[src/rtl/can_testmux.sv]
module can_testmux #(
  parameter int SYNC_STAGES = 2
) (
  input  logic        clk,
  input  logic        rst_n,
  input  logic        wr_en,
  input  logic [31:0] wdata,
  output logic [31:0] rdata,
  input  logic        test_en,
  input  logic        core_tx,
  input  logic        sample_pt,
  input  logic        can_rx,
  output logic        can_tx,
  output logic        core_rx,
  output logic        ram_direct,
  output logic        ext_loop,
  output logic        int_loop,
  output logic        silent_mode
);

  logic       ram_q, exl_q, lb_q, sil_q;
  logic [1:0] txc_q;
  logic [SYNC_STAGES-1:0] rx_pipe;
  logic       rx_s;

  always_ff @(posedge clk or negedge rst_n) begin
    if (!rst_n) begin
      ram_q <= 1'b0;
      exl_q <= 1'b0;
      txc_q <= 2'b00;
      lb_q  <= 1'b0;
      sil_q <= 1'b0;
    end else if (wr_en && test_en) begin
      ram_q <= wdata[9];
      exl_q <= wdata[8];
      txc_q <= wdata[6:5];
      lb_q  <= wdata[4];
      sil_q <= wdata[3];
    end
  end

  always_ff @(posedge clk or negedge rst_n) begin
    if (!rst_n) rx_pipe <= '1;
    else        rx_pipe <= {rx_pipe[SYNC_STAGES-2:0], can_rx};
  end

  assign rx_s = rx_pipe[SYNC_STAGES-1];

  assign ram_direct  = test_en & ram_q;
  assign int_loop    = test_en & lb_q;
  assign ext_loop    = test_en & exl_q & ~lb_q;
  assign silent_mode = test_en & sil_q;

  logic tx_base;
  assign tx_base = silent_mode ? 1'b1 : core_tx;

  always_comb begin
    if (!test_en) can_tx = core_tx;
    else begin
      unique case (txc_q)
        2'b00:   can_tx = tx_base;
        2'b01:   can_tx = sample_pt;
        2'b10:   can_tx = 1'b0;
        default: can_tx = 1'b1;
      endcase
    end
  end

  always_comb begin
    if (int_loop)         core_rx = core_tx;
    else if (silent_mode) core_rx = core_tx & rx_s;
    else                  core_rx = rx_s;
  end

  assign rdata = {22'b0, ram_q, exl_q, rx_s, txc_q, lb_q, sil_q, 3'b000};

endmodule

[config.mk]
export PLATFORM = sky130hd
export DESIGN_NAME = can_testmux
export DESIGN_NICKNAME = d
export VERILOG_FILES = /design/src/rtl/can_testmux.sv
export SDC_FILE = /design/constraint.sdc
export NUM_CORES = 1
export LEC_CHECK = 0
export ABC_AREA = 1
export CAP_MARGIN = 5
export CORE_UTILIZATION = 27
export DETAILED_ROUTE_END_ITERATION = 8
export PLACE_DENSITY = 0.85
export SLEW_MARGIN = 30
export SYNTH_ARGS = -nofsm -noshare
export SYNTH_HDL_FRONTEND = slang
export SYNTH_SLANG_ARGS = --single-unit
[constraint.sdc]
create_clock -name clk -period 1.95 [get_ports clk]
set_clock_uncertainty 0.15 [all_clocks]
set_input_delay 0.39 -clock clk [delete_from_list [all_inputs] [get_ports clk]]
set_output_delay 0.39 -clock clk [all_outputs]
set_load 0.01 [all_outputs]
[Yosys cells after proc, flatten, opt, wreduce, memory -nomap -nowiden]
Cells that the tools add are included.
Cells by class
  equal/unequal tests: 2
  multiplexer cells: 5
  bitwise operators: 7
  reduce and logical (&&, ||, !) cells: 2
Operators with widths (count)
  bitwise AND 1 bit: 6
  2-to-1 mux 1 bit: 4
  case mux 1 bit (3 select lines): 1
  equality test 2 x 1 -> 1 bit (second input constant): 1
  equality test 2 bit (second input constant): 1
  logical NOT 2 bit: 1
  logical AND 1 bit: 1
  inverter 1 bit: 1
Storage, ports and cells
  register bits: 8
  bits of input ports: 39
  logic and storage cells: 22

[Depth between registers and ports, before layout]
Gate-level depths: netlist of the first run.
  depth in word-level cells: 4
  mapped depth: 6

[Worst setup path before layout of the first run]
OpenSTA, ideal clock, no wires.
  path kind: input to output
  start: input test_en
  end: output core_rx
  arrival: 0.862 ns
  required time: 1.410 ns
  path slack: 0.548 ns
  cell stages on the path: 4
  path buffers: 1
  path through: buf_6 -> nand2_1 -> nand2_1 -> a21oi_1
Between the ends
  cells in the longest elaborated chain, start to end: 3
  elaborated cells on any way between the ends: 4
  classes of those cells: mux: 2; bitwise: 2
RTL lines
  start: declaration: RTL line 9  | input logic test_en,
  bitwise AND 1 bit: RTL line 52  | assign silent_mode = test_en & sil_q;
  2-to-1 mux 1 bit: RTL line 71  | else if (silent_mode) core_rx = core_tx & rx_s;
  2-to-1 mux 1 bit *: RTL line 70  | if (int_loop) core_rx = core_tx;
  end: declaration: RTL line 14  | output logic core_rx,
Every way passes the cells marked *; elsewhere a longest branch is shown, timed or not.

[Worst setup path in the final report of the first run]
  start: input core_tx
  end: output core_rx
Between the ends
  cells in the longest elaborated chain, start to end: 3
RTL lines
  start: declaration: RTL line 10  | input logic core_tx,
  bitwise AND 1 bit: RTL line 71
  2-to-1 mux 1 bit: RTL line 71
  2-to-1 mux 1 bit *: RTL line 70
Marks and branches as above.

==> results of run 1 <==
flip-flops by register name (all words and copies together) (netlist names):
register	cells
rx_pipe	2
txc_q	2
exl_q	1
lb_q	1
ram_q	1
sil_q	1
path summary, 6_finish.rpt:
| kind | start | end | slack, ns | cells after the start |
|---|---|---|---|---|
| max in group asynchronous | rst_n | rx_pipe[1]$_DFF_PN1_ | 1.07 | 1 |
| hold reg to reg | rx_pipe[0]$_DFF_PN1_ | rx_pipe[1]$_DFF_PN1_ | 0.20 | 0 |
| setup reg to reg | lb_q$_DFFE_PN0P_ | lb_q$_DFFE_PN0P_ | 1.05 | 3 |
| setup / recovery | core_tx | core_rx | 0.09 | 4 |
| hold / removal | rx_pipe[0]$_DFF_PN1_ | rx_pipe[1]$_DFF_PN1_ | 0.20 | 0 |
| min in group asynchronous | rst_n | ram_q$_DFFE_PN0P_ | 0.27 | 1 |
routing by layer:
| metal | GRT usage [%] | wire length, µm | up-vias |
|---|---|---|---|
| met1 | 9.125 | 385 | 203 |
| met4 | 1.429 | 0 | 0 |
| li1 | - | - | 239 |
| met2 | 16.89 | 531 | 37 |
| met5 | 0 | 0 | - |
| met3 | 3.086 | 116 | 0 |
what timing repair did:
action | in CTS | in global routing
setup endpoints to repair | 6 | 2
endpoints found under the hold margin | 0 | 0
buffers inserted | 1 | 0
resized for setup | 7 | 3
worst max-delay path, cell delays in order:
cell             delay, ns
clkdlybuf4s50_1       0.45
inv_1                 0.04
a21oi_1               0.14
dlygate4sd2_1         0.30
cells by family after synthesis:
| family | Yosys count | synth area share [%] |
|---|---|---|
| buffers and inverters | 39 | 43.56 |
| AOI/OAI and AO/OA | 3 | 3.068 |
| DFF | 8 | 33.13 |
| other | 1 | 0.6129 |
| and+or+nand+nor | 30 | 19.63 |
layout by cell type, fill, tap and decap left out, drive strengths merged:
cell type / instances
dfstp: 2
clkbuf: 5
clkdlybuf4s15: 1
conb: 25
nand2: 21
dlymetal6s2s: 1
nor2: 3
dfrtp: 6
inv: 8
clkdlybuf4s50: 19
dlygate4sd2: 3
a21oi: 3
buf: 4
nand3: 6
power groups by stage:
stage                     Combinational, mW  Clock (mW)  Sequential [mW]
after floorplan                       0.126           0            0.204
after global placement                0.168           0            0.205
after detailed placement              0.171           0            0.206
after CTS                             0.171       0.136            0.202
after global routing                  0.186       0.149            0.205
final                                 0.168       0.131            0.202
stage by stage:
stage / setup TNS, ns / setup slack (ns)
floorplan: 0 / 0.5484
global placement: -2.093 / -0.4035
detailed placement: -2.290 / -0.4913
CTS: 0 / 0.01239
global route: 0 / 0.01085
finish: 0 / 0.09296
area by class of cell:
cell class	count	area [µm²]	share of cell area (%)
timing repair buffer	29	275.3	34.38
multi-input combinational	58	232.7	29.06
sequential	8	202.7	25.31
tap	27	33.78	4.219
inverter	8	30.03	3.750
clock buffer	4	26.28	3.281
==> results by group, run 1 <==
Logic synthesis
  • Syn Std Cell Area: 611.8 µm²
  • Top post-synthesis cells by count: buf_4, nand2_1, inv_1
  • Sequential area share after synthesis: 33.13%
  • Synth async-reset ratio: 100.0%
  • Avg Inst Size Synth: 7.554 µm²
  • Predominant post-synthesis flop cell: dfrtp_1
  • Synth unique cells: 12
  • EDFF count, synth: 0
  • Yosys top cell by area: buf_4
  • Synth Instances: 81
  • Synth area leaders: buf_4, dfrtp_1, nand2_1
  • Most frequent cell after synthesis: buf_4
  • Yosys top cell area share: 36.81%
  • Warnings from Yosys: 0
  • Flops & latches, synth: 8

Clock network
  • Root Driver: clkbuf_4
  • Clock-pin slew on the worst setup and hold paths: roughly 0.050 ns
  • Total CTS buffers: 3
  • CTS tree: yes
  • Max H-tree Level: 1
  • Clk Latency, worst-skew pair: 0.24 ns
  • Cts-stage hold buffer count: 0
  • Maximum clock path buffer count: 2
  • CTS sink count: 8

Placed design
  • PortBufs: 25
  • Cell Area, Placed: 772.0 µm²
  • Gpl congestion: 0.7441
  • Post-DP HPWL: 871.1 µm
  • Placed insts: 129

Timing
  • Period minus WS final: 1.857 ns
  • Hold_ws: roughly 0.20 ns
  • RSZ-0062 raised after global routing: false
  • Hold Vio Cnt, Final: 0
  • Max Freq: 538.5 MHz
  • Final setup vio count: 0
  • Tcrit/Tclk final: 95.23%
  • Max-slew violations: 0

Floorplanning
  • Row count: 16
  • Top Ports: 77
  • Die ar.: roughly 2500 µm²
  • Die X: ~50 µm
  • Die height: a little under 50 µm
  • Core outline area: a little over 2000 µm²
  • Starting Density: around 30%

Global routing
  • GRT Total Usage: 8.797%
  • First-pass GRT wire length: 1690 µm
  • Largest net degree at the start of global routing: 9
  • Number of global-route vias before repair: ~400
  • Initial antenna violation count: 0
  • Grt ovf: 0

Layout
  • Design area: 800.8 µm²
  • Non-Filler Instances: around 130
  • Share of cells above drive strength 1: 12.15%
  • Layout Nets: roughly 150
  • Area grow syn2layout: 30.88%
  • Fin util: 39.22%
  • Diodes inserted: 0
  • Fill cells: 216

Power
  • Clock power frac: 26.1%
  • Max VDD drop: 0.3087 mV
  • Static leakage: 0.4655 nW
  • Combinational Power Share: roughly a third
  • Cell internal pwr: 0.3479 mW
  • PD cells: between 600 and 700 nW/µm²
  • Flop pwr share: 40.3%
  • Overall Power: 0.5012 mW
  • Sw Ratio: 30.59%
  • Net Switching: 0.1533 mW

Route
  • Final WL: about 1000 µm
  • Vias per cell: 3.575
  • DRC viols: 0
  • Post-route ant nets: 0
  • Wire per inst: 7.709 µm
  • Initial DRC Count: 5
  • Vias: 479
  • Drt first pass iters: 4

Worst setup path
  • CP arrival: approximately 1.3 ns
  • CP Max Fanout: 2
  • CP Capture Type: output pin
  • Req. time, crit path: 1.41 ns
  • Setup CP Type: in2out
  • Crit path launch type: input pin

Hold path
  • Hold Path Class: reg2reg

Run status
  • Status: completed

Job
  • Max Cap Viol: 0
(Power assumes the default switching activity.)
==> run 2, diff against run 1 <==
CORE_AREA = 2 2 39 41   (was not set)
CORE_UTILIZATION = not set   (was 27)
DIE_AREA = 0 0 41 43   (was not set)
DONT_BUFFER_PORTS = 1   (was not set)
PLACE_DENSITY = 0.62   (was 0.85)
clock period = 1.9 ns   (was 1.95 ns; I/O delays follow)
==> results by group, run 2 (synthesized netlist as in run 1, its figures left out) <==
Run status
  • Status: completed

Global routing
  • Largest net degree at the start of global routing: 13 (+4)
  • Number of global-route vias before repair: 315 (-22%)
  • Grt ovf: 0 (unchanged)
  • GRT Total Usage: 10.76% (+2.0 points)
  • First-pass GRT wire length: 1283 µm (-24%)
  • Initial antenna violation count: 0 (unchanged)

Route
  • Vias: 386 (-19%)
  • DRC viols: 0 (unchanged)
  • Final WL: 882 µm (-15%)
  • Drt first pass iters: 3 (-1)
  • Vias per cell: 4.021 (+12%)
  • Post-route ant nets: 0 (unchanged)
  • Wire per inst: 9.188 µm (+19%)
  • Initial DRC Count: 8 (+3)

Layout
  • Largest regs: rx_pipe: 2 flops, txc_q: 2 flops
  • Commonest non-fill, non-tap cells in the layout: conb_1, nand2_1, inv_1, nand3_1, dfrtp_1
  • Layout Nets: 120 (-18%)
  • Diodes inserted: 0 (unchanged)
  • Fill cells: 154 (-29%)
  • Commonest non-fill, non-tap cell in the layout: conb_1
  • Share of cells above drive strength 1: 8.750% (-3.4 points)
  • Area grow syn2layout: -13.09%

Floorplanning
  • Die height: 43 µm (-13%)
  • Starting Density: 44.21% (+14 points)
  • Die ar.: 1763 µm² (-28%)
  • Core outline area: 1384 µm² (-32%)
  • Top Ports: 77 (unchanged)
  • Die X: 41 µm (-17%)
  • Row count: 14 (-2)

Timing
  • Tcrit/Tclk final: 90.52%
  • Max Freq: just under 600 MHz
  • RSZ-0062 raised after global routing: false
  • Final setup vio count: 0 (unchanged)
  • Max-slew violations: 0 (unchanged)
  • Period minus WS final: 1.720 ns
  • Hold Vio Cnt, Final: 0 (unchanged)
  • TNS Setup: 0 ns (unchanged)

Worst setup path
  • Crit path capture: core_rx
  • Crit path launch type: flop
  • CP Max Fanout: 4 (+2)
  • R2R Path End: txc_q[1]$_DFFE_PN0P_
  • R2R depth: 2 (-1)
  • Req. time, crit path: 1.37 ns (-0.04 ns)
  • Reg2reg setup slack: 1.04 ns (about the same)
  • Setup CP Type: reg2out
  • CP Capture Type: output pin
  • Crit path from: lb_q$_DFFE_PN0P_
  • Worst r2r src: txc_q[1]$_DFFE_PN0P_
  • CP arrival: 1.19 ns (-0.13 ns)

Clock network
  • Clk Latency, worst-skew pair: 0.24 ns (about the same)
  • Total CTS buffers: 3 (unchanged)
  • Max H-tree Level: 1 (unchanged)
  • CTS sink count: 8 (unchanged)
  • Post-CTS Setup Repair Bufs: 0 (-1)
  • Clock-pin slew on the worst setup and hold paths: 0.06 ns (about the same)
  • CTS tree: yes
  • Post-CTS Resized: 0 (-7)
  • Root Driver: clkbuf_4
  • Maximum clock path buffer count: 2 (unchanged)

Power
  • Overall Power: 0.4298 mW (-14%)
  • Max VDD drop: 0.3515 mV (+14%)
  • PD cells: 808.3 nW/µm² (+29%)
  • Static leakage: 0.3327 nW (-29%)

Placed design
  • Gpl congestion: 0.6671 (-10%)
  • Post-DP HPWL: 729.6 µm (-16%)
  • PortBufs: 0 (-100%)

Hold path
  • Hold Path Class: in2reg

Job
  • Max Cap Viol: 0 (unchanged)
-- run 2: cell types whose count changed in the layout (fill, tap and decap cells not counted), moves of 2 or more --
cell and delta:
dlygate4sd2_1 -3, dlygate4sd3_1 +2, clkdlybuf4s50_1 -19, buf_4 -4
-- run 2: how the worst min path moves through the flow --
stage,from,end,slack [ns],cells past startpoint
2_1_floorplan,rst_n,exl_q$_DFFE_PN0P_,-0.07,0
3_3_place_gp,rst_n,ram_q$_DFFE_PN0P_,-0.07,0
3_5_place_dp,rst_n,ram_q$_DFFE_PN0P_,-0.07,0
4_1_cts,test_en,txc_q[0]$_DFFE_PN0P_,0.1,2
5_1_grt,test_en,exl_q$_DFFE_PN0P_,0.10,2
6_report,test_en,txc_q[0]$_DFFE_PN0P_,0.11,2
-- run 2: critical path, cell delays in order (launching register included) --
cell	delay, ns
dfrtp_1	0.45
nand2_1	0.10
inv_1	0.12
nor2_1	0.05
a21oi_1	0.23
-- run 2: repair_timing --
action                     CTS  global route
hold endpoints to repair     9             0
hold buffers                 2             0
setup endpoints to repair    0             0
-- run 2: metal layers --
metal  share of wire [%]  GRT usage, %
met4                0.57         6.000
met2                  49         16.25
met5                   0             0
met3                  11         3.141
met1                  39         13.00
-- run 2: where the power goes --
group          internal, mW  leakage [nW]  switching, mW  total (mW)
Clock                0.0802        0.0150         0.0556       0.136
Sequential            0.190        0.0938         0.0274       0.218
Combinational        0.0200         0.224         0.0562      0.0762
Total                 0.291         0.333          0.139       0.430
-- run 2: metrics by stage --
step	utilization, %	cell area [µm²]	std cells	hold slack [ns]	worst slack (ns)
6_report	38.43	531.8	96	0.1065	0.1801
5_1_grt	38.43	531.8	96	0.1027	0.09903
4_1_cts	38.43	531.8	96	0.09979	0.1541
3_5_place_dp	35.08	485.5	90	-0.06540	0.4197
3_3_place_gp	35.08	485.5	90	-0.06535	0.4276
2_1_floorplan	-	701.9	105	-0.06559	0.5184
-- run 2: cell type report --
class / count / area (µm²) / share of cell area, %
timing repair buffer: 2 / 20.02 / 3.765
clock buffer: 4 / 26.28 / 4.941
inverter: 8 / 30.03 / 5.647
multi-input combinational: 58 / 232.7 / 43.76
sequential: 8 / 202.7 / 38.12
tap: 16 / 20.02 / 3.765
